## src/rtl/sync_rx_pkg.sv

```systemverilog
package sync_rx_pkg;
  typedef struct packed {
    logic rise;  // sclk rises at this edge
    logic fall;  // sclk falls at this edge (end of a bit period)
    logic done;  // last bit period of a byte ends at this edge
  } sclk_evt_t;
endpackage

```

## src/rtl/srx_sclk_gen.sv

```systemverilog
module srx_sclk_gen
  import sync_rx_pkg::*;
#(
  parameter int DIV = 8,
  parameter int W   = 8
) (
  input  logic      clk,
  input  logic      rst,
  input  logic      start_ok,
  output logic      sclk_o,
  output sclk_evt_t evt_o
);
  localparam int CW = $clog2(DIV);
  localparam int BW = (W > 2) ? $clog2(W) : 1;
  localparam logic [CW-1:0] HALF_C = CW'(DIV / 2);
  localparam logic [CW-1:0] LAST_C = CW'(DIV - 1);
  localparam logic [BW-1:0] LASTB_C = BW'(W - 1);

  logic [CW-1:0] cnt_q, cnt_nx;
  logic [BW-1:0] bit_q;
  logic          mid, run;

  // mid-byte work is always finished; a new byte starts only when allowed
  assign mid = (cnt_q != '0) || (bit_q != '0);
  assign run = mid || start_ok;

  assign evt_o.rise = run && (cnt_q == HALF_C - 1'b1);
  assign evt_o.fall = run && (cnt_q == LAST_C);
  assign evt_o.done = evt_o.fall && (bit_q == LASTB_C);

  always_comb begin
    cnt_nx = cnt_q;
    if (run) cnt_nx = (cnt_q == LAST_C) ? '0 : cnt_q + 1'b1;
  end

  always_ff @(posedge clk) begin
    if (rst) begin
      cnt_q  <= '0;
      bit_q  <= '0;
      sclk_o <= 1'b0;
    end else begin
      cnt_q  <= cnt_nx;
      sclk_o <= (cnt_nx >= HALF_C);
      if (evt_o.fall) bit_q <= (bit_q == LASTB_C) ? '0 : bit_q + 1'b1;
    end
  end


  idle_low_chk: assert property (@(posedge clk) disable iff (rst)
    (!mid && !start_ok) |=> !sclk_o);

  byte_end_low_chk: assert property (@(posedge clk) disable iff (rst)
    evt_o.done |=> !sclk_o);
endmodule

```

## src/rtl/srx_shifter.sv

```systemverilog
module srx_shifter #(
  parameter int W = 8
) (
  input  logic         clk,
  input  logic         rst,
  input  logic         sample_stb,
  input  logic         msb_first,
  input  logic         sdi,
  input  logic         hold,
  output logic [W-1:0] sh_q,
  output logic [W-1:0] sh_nx
);
  always_comb begin
    sh_nx = sh_q;
    if (sample_stb)
      sh_nx = msb_first ? {sh_q[W-2:0], sdi} : {sdi, sh_q[W-1:1]};
  end

  always_ff @(posedge clk) begin
    if (rst) sh_q <= '0;
    else     sh_q <= sh_nx;
  end


  held_byte_stable_chk: assert property (@(posedge clk) disable iff (rst)
    (hold && $past(hold)) |-> $stable(sh_q));
endmodule

```

## src/rtl/srx_buf_ctrl.sv

```systemverilog
module srx_buf_ctrl #(
  parameter int W = 8
) (
  input  logic         clk,
  input  logic         rst,
  input  logic         done,
  input  logic         rd,
  input  logic [W-1:0] byte_in,
  input  logic [W-1:0] sh_q,
  output logic [W-1:0] data_q,
  output logic         ready_q,
  output logic         rx_end_q
);
  logic rd_hit;
  assign rd_hit = rd && ready_q;

  always_ff @(posedge clk) begin
    if (rst) begin
      data_q   <= '0;
      ready_q  <= 1'b0;
      rx_end_q <= 1'b0;
    end else begin
      if (rd_hit && rx_end_q) begin
        data_q   <= sh_q;
        rx_end_q <= 1'b0;
      end else if (rd_hit) begin
        ready_q <= 1'b0;
      end
      if (done) begin
        if (!ready_q || rd_hit) begin
          data_q  <= byte_in;
          ready_q <= 1'b1;
        end else begin
          rx_end_q <= 1'b1;
        end
      end
    end
  end


  end_needs_ready_chk: assert property (@(posedge clk) disable iff (rst)
    rx_end_q |-> ready_q);

  end_rise_chk: assert property (@(posedge clk) disable iff (rst)
    $rose(rx_end_q) |-> $past(ready_q));

  read_clears_chk: assert property (@(posedge clk) disable iff (rst)
    (rd_hit && !rx_end_q && !done) |=> !ready_q);

  empty_read_ignored_chk: assert property (@(posedge clk) disable iff (rst)
    (!ready_q && !done) |=> ($stable(data_q) && !ready_q));

  transfer_chk: assert property (@(posedge clk) disable iff (rst)
    (rd_hit && rx_end_q) |=> (ready_q && !rx_end_q));
endmodule

```

## src/rtl/sync_ser_rx.sv

```systemverilog
module sync_ser_rx
  import sync_rx_pkg::*;
#(
  parameter int DIV = 8,
  parameter int W   = 8
) (
  input  logic         clk,
  input  logic         rst,
  input  logic         enable_i,
  input  logic         msb_first_i,
  input  logic         sample_fall_i,
  input  logic         rd_i,
  output logic [W-1:0] rd_data_o,
  output logic         ready_o,
  output logic         rx_end_o,
  output logic         sclk_o,
  input  logic         sdi_i
);
  sclk_evt_t    evt;
  logic [W-1:0] sh_q, sh_nx;
  logic         sample_stb;

  srx_sclk_gen #(.DIV(DIV), .W(W)) sclk_gen_i (
    .clk(clk), .rst(rst), .start_ok(enable_i && !rx_end_o),
    .sclk_o(sclk_o), .evt_o(evt));

  assign sample_stb = sample_fall_i ? evt.fall : evt.rise;

  srx_shifter #(.W(W)) shifter_i (
    .clk(clk), .rst(rst), .sample_stb(sample_stb), .msb_first(msb_first_i),
    .sdi(sdi_i), .hold(rx_end_o), .sh_q(sh_q), .sh_nx(sh_nx));

  srx_buf_ctrl #(.W(W)) buf_i (
    .clk(clk), .rst(rst), .done(evt.done), .rd(rd_i), .byte_in(sh_nx),
    .sh_q(sh_q), .data_q(rd_data_o), .ready_q(ready_o), .rx_end_q(rx_end_o));


  stall_clock_low_chk: assert property (@(posedge clk) disable iff (rst)
    rx_end_o |-> !sclk_o);
endmodule

```

## config.mk

```make
export PLATFORM = sky130hd
export DESIGN_NAME = sync_ser_rx
export DESIGN_NICKNAME = d
export VERILOG_FILES = /design/src/rtl/sync_rx_pkg.sv /design/src/rtl/srx_sclk_gen.sv /design/src/rtl/srx_shifter.sv /design/src/rtl/srx_buf_ctrl.sv /design/src/rtl/sync_ser_rx.sv
export SDC_FILE = /design/constraint.sdc
export NUM_CORES = 1
export LEC_CHECK = 0
export BUFFER_PORTS_ARGS = -buffer_cell sky130_fd_sc_hd__buf_2
export CORE_MARGIN = 4
export CORE_UTILIZATION = 29
export CTS_CLUSTER_DIAMETER = 80
export DETAILED_ROUTE_END_ITERATION = 16
export PLACE_DENSITY = 0.42
export SETUP_SLACK_MARGIN = 0.15
export SLEW_MARGIN = 20
export SYNTH_ARGS = -nofsm -noshare
export SYNTH_HDL_FRONTEND = slang
export SYNTH_SLANG_ARGS = --single-unit
export TNS_END_PERCENT = 50
```

## constraint.sdc

```tcl
create_clock -name clk -period 2.3 [get_ports clk]
set_input_delay 0.115 -clock clk [delete_from_list [all_inputs] [get_ports clk]]
set_output_delay 0.115 -clock clk [all_outputs]
set_load 0.05 [all_outputs]
```

==> impl_metrics.tcl, run 1 <==
set metrics [dict create \
    status "complete, no violations" \
    grt_use_met1_pct 13.8 \
    io_pins 18 \
    grt_pass1_vias 962 \
    synthCells 135 \
    r2r_slack_ps 480 \
    timing.final.crit_share_pct 78.9 \
    tns_ps 0 \
    die_w_um 75.7 \
    ir_drop_v 0.000438 \
    skew_ps 2.08 \
    wirelength_um 2800 \
    grt_setup_unrepaired "no" \
    relSlewSlack_pct 63.5 \
    yosysSeqAreaShare_pct 36.2 \
    total_power_mw 0.856 \
    cts_buffer_depth 2 \
    die_area_sq_um 5720 \
    crit_required_ps 2480 \
    cts_setup_buffers 0 \
    netlist_area_sq_um 1330 \
    track_usage_pct 10.9 \
    grt_max_degree 25 \
    min_path_cells 2 \
    cts_root_buf "clkbuf_8" \
    antenna_left 0 \
    grt-busiest-layer "met2" \
    cts_sinks 24 \
    p_leak_nw 0.567 \
    hold_ws_ps 58.5 \
    wl_per_cell_um 13.9 \
    p_sw_share_pct 26.0 \
    die_h_um 75.7 \
    grt_pass1_wl_um 4750 \
    seq_power_share_pct 51.8 \
    finalSetupViolCount 0 \
    path_class "reg2reg" \
    worstRegToRegCells 6 \
    drt_iter0_markers 32 \
    worst_slack_ps 485 \
    cp_max_fo 16 \
    clkSlewWorstSetupHoldPaths_ps 80 \
    min-delay-start "rd_i" \
    antenna_found_initial 0 \
    num_rows 24 \
    antenna_cells 0 \
    insertion_delay_ps 260 \
    route.detailed.drc 0 \
    final_nets 165 \
    holdPathEnd "buf_i.rx_end_q$_SDFF_PP0_" \
    vias 993 \
    fmax_ghz 0.551 \
    worst_pin_slew_ps 546 \
    hold_buffers 0 \
    p_int_mw 0.634 \
    gr-usage-met2_pct 18.3 \
    fillers 468 \
    syn_nets 149 \
    cts_made_buffers 3 \
    hold_viol_final 0 \
    initial_utilization_pct 30.3 \
    pwr-share-comb_pct 14.5 \
    hpwlAfterDp_um 2010 \
    synth-seq-cells 24 \
    fin_crit_ps 1820 \
    start_kind "flip-flop" \
    port_buffers 17 \
    ys.flop_type "dfxtp_1" \
    post-route-util_pct 33.9 \
    synth-warning-count 0 \
    synth_edf_count 0 \
    overflow 0 \
    multi_input_area_sq_um 782 \
    hold_class "in2reg" \
    cap_viol_max_count 0 \
    preCtsSetupSlack_ps 486 \
    h-tree-depth 1 \
    reg2reg_to "shifter_i.sh_q[0]$_SDFF_PP0_" \
    gp_congestion 0.701 \
    p_per_area_nw_per_um2 576 \
    slew_violations 0 \
    via_per_inst 4.92 \
    met3_usage_pct 3.17 \
    async_flop_share_pct 0 \
    power_switching_mw 0.222 \
    syn2layout_area_growth_pct 12.0 \
    drive_gt1_share_pct 26.0 \
    register_area_sq_um 480 \
    pwr-share-clk_pct 33.7 \
    end_kind "flip-flop" \
    cts_resized 0 \
    cp.arrival_ps 2000 \
    synth.distinct_cells 28 \
    avgSynthCellArea_sq_um 9.83 \
    first_pass_iters 4 \
    cts_tree "done" \
    core_sq_um 4380 \
]
==> registers in the layout, indices dropped and copies added (netlist names), named ones only <==
signal,flops
sclk_gen_i.bit_q,3
buf_i.ready_q,1
buf_i.data_q,8
buf_i.rx_end_q,1
sclk_gen_i.cnt_q,1
shifter_i.sh_q,8
==> power by group through the flow <==
stage                     registers [mW]  logic, mW  clock network [mW]
final                              0.443      0.124               0.289
after global routing               0.447      0.141               0.324
after CTS                          0.444      0.126               0.305
after detailed placement           0.454      0.126                   0
after global placement             0.453      0.125                   0
after floorplan                    0.453     0.0985                   0
==> synth_stat cells, types with 3 or more instances <==
master	n	area share (%)
dfxtp_1	24	36
a211oi_2	4	3.8
a21oi_1	10	3.8
a211oi_1	8	4.5
ha_1	7	6.6
nor2_1	18	5.1
nand2_1	11	3.1
inv_1	5	1.4
mux2_2	7	5.9
a211o_1	7	4.6
buf_6	3	2.5
mux2i_1	10	7.5
==> per-layer routing <==
metal | up-vias | part of all wire [%]
met1 | 465 | 47
met5 | - | 0
li1 | 516 | -
met3 | 2 | 4.1
met4 | 0 | 0.50
met2 | 10 | 48
==> worst max-delay path: stages (launching register included) <==
cell	delay (ps)
dfxtp_1	380
ha_1	190
ha_1	320
mux2i_2	170
a21oi_4	380
nor2_1	80
a211oi_1	220
==> layout make-up <==
class                   count  share of cell area (%)
clock buffers               4                    3.70
inverters                   5                    1.26
multi-input cells         100                    52.6
flip-flops and latches     24                    32.3
well taps                  52                    4.38
repair buffers             17                    5.72
==> kinds of logic (layout without fill, tap and decap cells) <==
kind of cell | count (synthesis) | count (layout) | share of synthesized area [%]
AND/OR/NAND/NOR | 38 | 38 | 14.5
AO/OA/AOI/OAI | 36 | 36 | 22.2
flip-flops | 24 | 24 | 36.2
multiplexers | 19 | 19 | 15.6
buffers and inverters | 11 | 26 | 4.90
adder cells (fa/ha/maj) | 7 | 7 | 6.60
==> cell usage in the layout, fill, tap and decap left out <==
cell        n
ha_1        7
dfxtp_1    24
nand2b_1    2
buf_2      17
nand3_1     2
a211oi_2    4
a21oi_1    10
and4bb_2    1
a31oi_1     2
clkbuf_8    4
mux2_2      7
mux2_4      1
a211oi_1    8
a21boi_0    1
a21oi_4     1
nand4bb_4   1
nor2b_1     1
mux2i_1    10
nor2_1     18
o21ai_0     2
inv_1       5
nand2_1    11
o2111ai_4   1
a211o_1     7
nor2b_2     1
mux2i_2     1
or3_1       1
==> through the flow <==
stage,cells,instance area (sq um)
floorplan,135,1330
global placement,198,1430
detailed placement,198,1430
CTS,202,1490
global route,202,1490
finish,202,1490
==> worst max path at each step <==
stage | from | end | slack (ps) | cells past startpoint
3_5_place_dp | flip-flop | shifter_i.sh_q[0]$_SDFF_PP0_ | 490 | 6
2_1_floorplan | flip-flop | buf_i.data_q[1]$_SDFF_PP0_ | 470 | 6
4_1_cts | flip-flop | shifter_i.sh_q[0]$_SDFF_PP0_ | 460 | 6
3_3_place_gp | flip-flop | shifter_i.sh_q[0]$_SDFF_PP0_ | 540 | 6
6_report | flip-flop | shifter_i.sh_q[0]$_SDFF_PP0_ | 480 | 6
5_1_grt | flip-flop | shifter_i.sh_q[4]$_SDFF_PP0_ | 270 | 6
(Power assumes the default switching activity.)
==> run 2, diff against run 1 <==
==> constraint.sdc (replaced) <==
create_clock -name clk -period 1.7 [get_ports clk]
set_input_delay 0.085 -clock clk [delete_from_list [all_inputs] [get_ports clk]]
set_output_delay 0.085 -clock clk [all_outputs]
set_load 0.05 [all_outputs]
==> run 2 against run 1 <==
Net effect: clock skew shrank 1.1 ps; die area is the same; final cell count grew 8.4%; sequential power grew 37%; power grew 52%; sequential share of layout area shrank 5.1 points.
==> impl_metrics.tcl, run 2 (synthesis gave the netlist of run 1 again) <==
set metrics [dict create \
    holdPathEnd "buf_i.rx_end_q$_SDFF_PP0_" \
    fmax_ghz 0.638 \
    seq_power_share_pct 46.7 \
    fin_crit_ps 1570 \
    total_power_mw 1.30 \
    io_pins 18 \
    dr_wl_met2_um 1780 \
    preCtsSetupSlack_ps 7.87 \
    pwr-share-clk_pct 34.2 \
    p_leak_nw 0.671 \
    fillers 422 \
    cp_max_fo 7 \
    vias 1127 \
    finalSetupViolCount 0 \
    min-delay-start "rd_i" \
    first_pass_iters 5 \
    multi_input_area_sq_um 942 \
    cts_made_buffers 3 \
    core_sq_um 4380 \
    syn2layout_area_growth_pct 36.9 \
    path_class "reg2reg" \
    h-tree-depth 1 \
    p_int_mw 0.951 \
    num_rows 24 \
    end_kind "flip-flop" \
    cts_tree "done" \
    met1Wirelength_um 1550 \
    power_switching_mw 0.351 \
    insertion_delay_ps 270 \
    wl_met3_um 176 \
    cts_root_buf "clkbuf_8" \
    route.detailed.drc 0 \
    crit_required_ps 1900 \
    drive_gt1_share_pct 47.9 \
    wirelength_um 3540 \
    hold_viol_final 0 \
    cts_buffer_depth 2 \
    cap_viol_max_count 0 \
    antenna_found_initial 0 \
    ir_drop_v 0.000539 \
    grt_max_degree 25 \
    highest_layer "met4" \
    cp.arrival_ps 1770 \
    p_sw_share_pct 27.0 \
    r2r_slack_ps 130 \
    grt_setup_unrepaired "yes" \
    grt_pass1_vias 1177 \
    slew_violations 0 \
    final_cell_mix "17 x nor2_1, 17 x dfxtp_1, 17 x buf_2" \
    wl_per_cell_um 16.2 \
    status "complete, no violations" \
    clkSlewWorstSetupHoldPaths_ps 90 \
    final_nets 182 \
    worst_pin_slew_ps 568 \
    top_regs "buf_i.data_q (8), shifter_i.sh_q (8), sclk_gen_i.bit_q (3)" \
    initial_utilization_pct 30.3 \
    hold_class "in2reg" \
    antenna_cells 0 \
    p_per_area_nw_per_um2 717 \
    die_h_um 75.7 \
    register_area_sq_um 494 \
    drt_iter0_markers 64 \
    cts_sinks 24 \
    port_buffers 17 \
    die_w_um 75.7 \
    pwr-share-comb_pct 19.1 \
    min_path_cells 2 \
    worstRegToRegCells 5 \
    timing.final.crit_share_pct 92.3 \
    via_per_inst 5.15 \
    overflow 0 \
    gp_congestion 0.753 \
    relSlewSlack_pct 62.2 \
    skew_ps 1.00 \
    die_area_sq_um 5720 \
    worst_slack_ps 132 \
    grt_pass1_wl_um 5730 \
    reg2reg_to "buf_i.data_q[7]$_SDFF_PP0_" \
    start_kind "flip-flop" \
    track_usage_pct 13.2 \
    antenna_left 0 \
    tns_ps 0 \
    hpwlAfterDp_um 2150 \
]
run 2: cell types whose count changed in the layout (fill, tap and decap cells not counted), sizes merged:
cell and delta:
o2111ai +1, mux2 +1, buf +15
run 2: layout make-up:
type	count	share of cell area [%]
Tap cell	52	3.58
Timing Repair Buffer	32	12.7
Inverter	5	1.03
Clock buffer	4	3.65
Sequential cell	24	27.2
Multi-Input combinational cell	102	51.9
run 2: routing by layer:
layer  track usage, %  vias up
met5                0        -
met4             4.85        0
met3             2.77        4
met2             22.5       28
met1             16.3      535
li1                 -      560
run 2: how the worst max path moves through the flow:
| stage | to | cells after the start |
|---|---|---|
| after global placement | buf_i.rx_end_q$_SDFF_PP0_ | 6 |
| after detailed placement | buf_i.data_q[7]$_SDFF_PP0_ | 5 |
| after CTS | buf_i.data_q[7]$_SDFF_PP0_ | 5 |
| after floorplan | buf_i.data_q[1]$_SDFF_PP0_ | 6 |
| final | buf_i.data_q[7]$_SDFF_PP0_ | 5 |
| after global routing | sclk_gen_i.bit_q[0]$_SDFFE_PP0N_ | 6 |
run 2: power by group through the flow:
stage	clock (mW)	combinational [mW]	sequential [mW]
detailed placement	0	0.185	0.614
floorplan	0	0.136	0.614
CTS	0.464	0.243	0.609
global placement	0	0.183	0.614
finish	0.445	0.249	0.609
global route	0.487	0.272	0.612
run 2: worst max-delay path, cell delays in order (launching register included):
cell	delay [ps]
dfxtp_4	370
ha_4	180
ha_4	200
mux2_4	320
a211o_1	290
a21oi_2	140
run 2: through the flow:
step                      utilization [%]  cells  instance area, sq um  hold slack (ps)
final                                41.4    219                  1820             45.0
after global routing                 41.4    219                  1820             40.1
after CTS                            40.6    218                  1780             18.9
after detailed placement             34.5    204                  1510              311
after global placement               34.5    204                  1510              309
after floorplan                         -    135                  1350              150
run 2: timing repair:
item | 4_1_cts | 5_1_grt
pin swaps | 15 | 5
endpoints found under the setup margin | 20 | 19
hold buffers | 0 | 0
gates resized for setup | 23 | 7
cloned | 3 | 0
buffers inserted | 7 | 1
==> run 3, diff against run 2 <==
--- a/config.mk
+++ b/config.mk
@@ -15,5 +15,6 @@
 export SLEW_MARGIN = 20
 export SYNTH_ARGS = -nofsm -noshare
 export SYNTH_HDL_FRONTEND = slang
+export SYNTH_HIERARCHICAL = 1
 export SYNTH_SLANG_ARGS = --single-unit
 export TNS_END_PERCENT = 50
==> run 3 against run 2 <==
Net effect: the run now ends with negative setup slack left; via count increased by 8.3%; fmax decreased by 9.9%; clock skew increased by 1.4 ps; non-clock buffer count increased by 6; count of clock-buffer cells in the layout unchanged; hold slack got worse by 1.9 ps; combinational power increased by 32%; first-iteration DRC count decreased by 11%; critical path type unchanged; largest power group unchanged.
==> impl_metrics.tcl, run 3 <==
set metrics [dict create \
    status "finished with violations" \
    violations "negative setup slack" \
    timing.final.crit_share_pct 102 \
    finalSetupViolCount 7 \
    cts_tree "done" \
    crit_required_ps 1890 \
    synth_top_cell_by_area "dfxtp_1" \
    antenna_found_initial 0 \
    grt_pass1_wl_um 6020 \
    fmax_ghz 0.574 \
    track_usage_pct 12.4 \
    placed_area_sq_um 1630 \
    final_cells 234 \
    critPathBufInv 1 \
    synthMostInstantiatedCell "dfxtp_1" \
    p_sw_share_pct 30.8 \
    fin_area_sq_um 1870 \
    reg2reg_to "buf_i/data_q[2]$_SDFF_PP0_" \
    total_power_mw 1.32 \
    netlist_area_sq_um 1390 \
    ir_drop_v 0.000442 \
    clkSlewWorstSetupHoldPaths_ps 90 \
    route.detailed.drc 0 \
    path_class "reg2reg" \
    tns_ps -93.8 \
    async_flop_share_pct 0 \
    p_per_area_nw_per_um2 705 \
    wirelength_um 3700 \
    h-tree-depth 1 \
    final_cell_mix "21 x dfxtp_1, 17 x buf_2, 16 x buf_4" \
    synth.distinct_cells 36 \
    grt_pass1_vias 1189 \
    min_path_cells 2 \
    seq_power_share_pct 47.9 \
    ys_top_cells_by_area "dfxtp_1 35%, a221oi_2 8.7%, ha_1 6.3%" \
    drive_gt1_share_pct 50.0 \
    drt_iter0_markers 57 \
    cp_slowest_stage_delay_ps 370 \
    synth_edf_count 0 \
    path_cells "ha_4 -> ha_1 -> and2_4 -> mux2_4 -> a21oi_2 -> inv_1 -> a221oi_2" \
    first_pass_iters 4 \
    hold_buffers 0 \
    grt_setup_unrepaired "yes" \
    syn2layout_area_growth_pct 34.7 \
    port_buffers 17 \
    num_rows 24 \
    r2r_slack_ps -40 \
    worst_pin_slew_ps 371 \
    grt_max_degree 19 \
    avgSynthCellArea_sq_um 9.37 \
    synth.top_cell.area_share_pct 34.7 \
    slew_violations 0 \
    io_pins 18 \
    antenna_cells 0 \
    cap_viol_max_count 0 \
    min-delay-start "rd_i" \
    power_switching_mw 0.405 \
    cts_made_buffers 3 \
    skew_ps 2.36 \
    gp_congestion 0.795 \
    yosysSeqAreaShare_pct 34.7 \
    cp.arrival_ps 1930 \
    synth-seq-cells 24 \
    via_per_inst 5.21 \
    cp_max_fo 6 \
    end_kind "flip-flop" \
    worst_slack_ps -41.3 \
    slowest_stage "dfxtp_4" \
    cts_buffer_depth 2 \
    pwr-share-clk_pct 27.1 \
    start_kind "flip-flop" \
    initial_utilization_pct 30.8 \
    overflow 0 \
    synth-warning-count 6 \
    ys.flop_type "dfxtp_1" \
    syn_nets 162 \
    wl_per_cell_um 15.8 \
    p_int_mw 0.911 \
    hold_viol_final 0 \
    top_regs "buf_i/data_q (8), shifter_i/sh_q (8), sclk_gen_i/bit_q (3)" \
    hold_class "in2reg" \
    vias 1220 \
    pwr-share-comb_pct 25.0 \
    hpwlAfterDp_um 2400 \
    preCtsSetupSlack_ps -191 \
    relSlewSlack_pct 74.6 \
    synthCells 148 \
    worstRegToRegCells 7 \
    die_area_sq_um 5950 \
    final_nets 197 \
    crit_family "compound AO/OA/AOI/OAI gates" \
    cts_root_buf "clkbuf_8" \
    die_w_um 77.1 \
    final_common_cell "dfxtp_1" \
    place_inst 223 \
    fin_crit_ps 1740 \
    ys_top_cells_by_count "24 x dfxtp_1, 14 x inv_1, 12 x nand2_1" \
    cts_sinks 24 \
    die_h_um 77.1 \
    antenna_left 0 \
    holdPathEnd "buf_i/rx_end_q$_SDFF_PP0_" \
    insertion_delay_ps 270 \
    core_sq_um 4500 \
    p_leak_nw 0.718 \
]
-- run 3: layout make-up --
cell class | instances | area, sq um
Clock buffer | 4 | 45.0
Tap cell | 52 | 65.1
Timing Repair Buffer | 38 | 262
Multi-Input combinational cell | 102 | 953
Sequential cell | 24 | 489
Inverter | 14 | 52.6
Fill cell | 470 | 2640
-- run 3: worst max path at each step --
stage                                          from  depth (start not counted)  slack, ps                         end
final                                     flip-flop                          7        -40  buf_i/data_q[2]$_SDFF_PP0_
after global routing      buf_i/rx_end_q$_SDFF_PP0_                          8       -140  buf_i/data_q[6]$_SDFF_PP0_
after CTS                 buf_i/rx_end_q$_SDFF_PP0_                          8        -50  buf_i/data_q[2]$_SDFF_PP0_
after detailed placement  buf_i/rx_end_q$_SDFF_PP0_                          8       -190  buf_i/data_q[2]$_SDFF_PP0_
after global placement    buf_i/rx_end_q$_SDFF_PP0_                          8       -130  buf_i/data_q[6]$_SDFF_PP0_
after floorplan           buf_i/rx_end_q$_SDFF_PP0_                          9       -260  buf_i/data_q[5]$_SDFF_PP0_
-- run 3: metrics by stage --
step           hold slack, ps  util [%]
2_1_floorplan             176         -
3_3_place_gp              311      36.3
3_5_place_dp              324      36.3
4_1_cts                  28.2      40.3
5_1_grt                  32.6      41.4
6_report                 43.1      41.4
-- run 3: what timing repair did --
item / CTS / global route
setup endpoints to repair: 18 / 19
cloned: 2 / 1
gates resized for setup: 22 / 9
pin swaps: 8 / 8
setup buffers: 3 / 1
-- run 3: power groups by stage --
| stage | registers (mW) | logic, mW | clock network (mW) |
|---|---|---|---|
| floorplan | 0.631 | 0.185 | 0 |
| global placement | 0.628 | 0.263 | 0 |
| detailed placement | 0.629 | 0.267 | 0 |
| CTS | 0.626 | 0.314 | 0.374 |
| global route | 0.634 | 0.361 | 0.394 |
| finish | 0.631 | 0.329 | 0.356 |
-- run 3: kinds of logic after synthesis --
kind of cell	count (synthesis)	share of synthesized area, %
multiplexers	9	6.86
adder cells (fa/ha/maj)	7	6.32
buffers and inverters	25	9.66
AND/OR/NAND/NOR	41	15.7
AO/OA/AOI/OAI	42	26.8
flip-flops	24	34.7
-- run 3: per-layer routing --
layer,track usage (%),up-vias,wire (um)
li1,-,614,-
met4,2.49,0,14
met3,3.28,2,120
met2,18.8,17,1640
met1,17.4,587,1920
met5,0,-,0
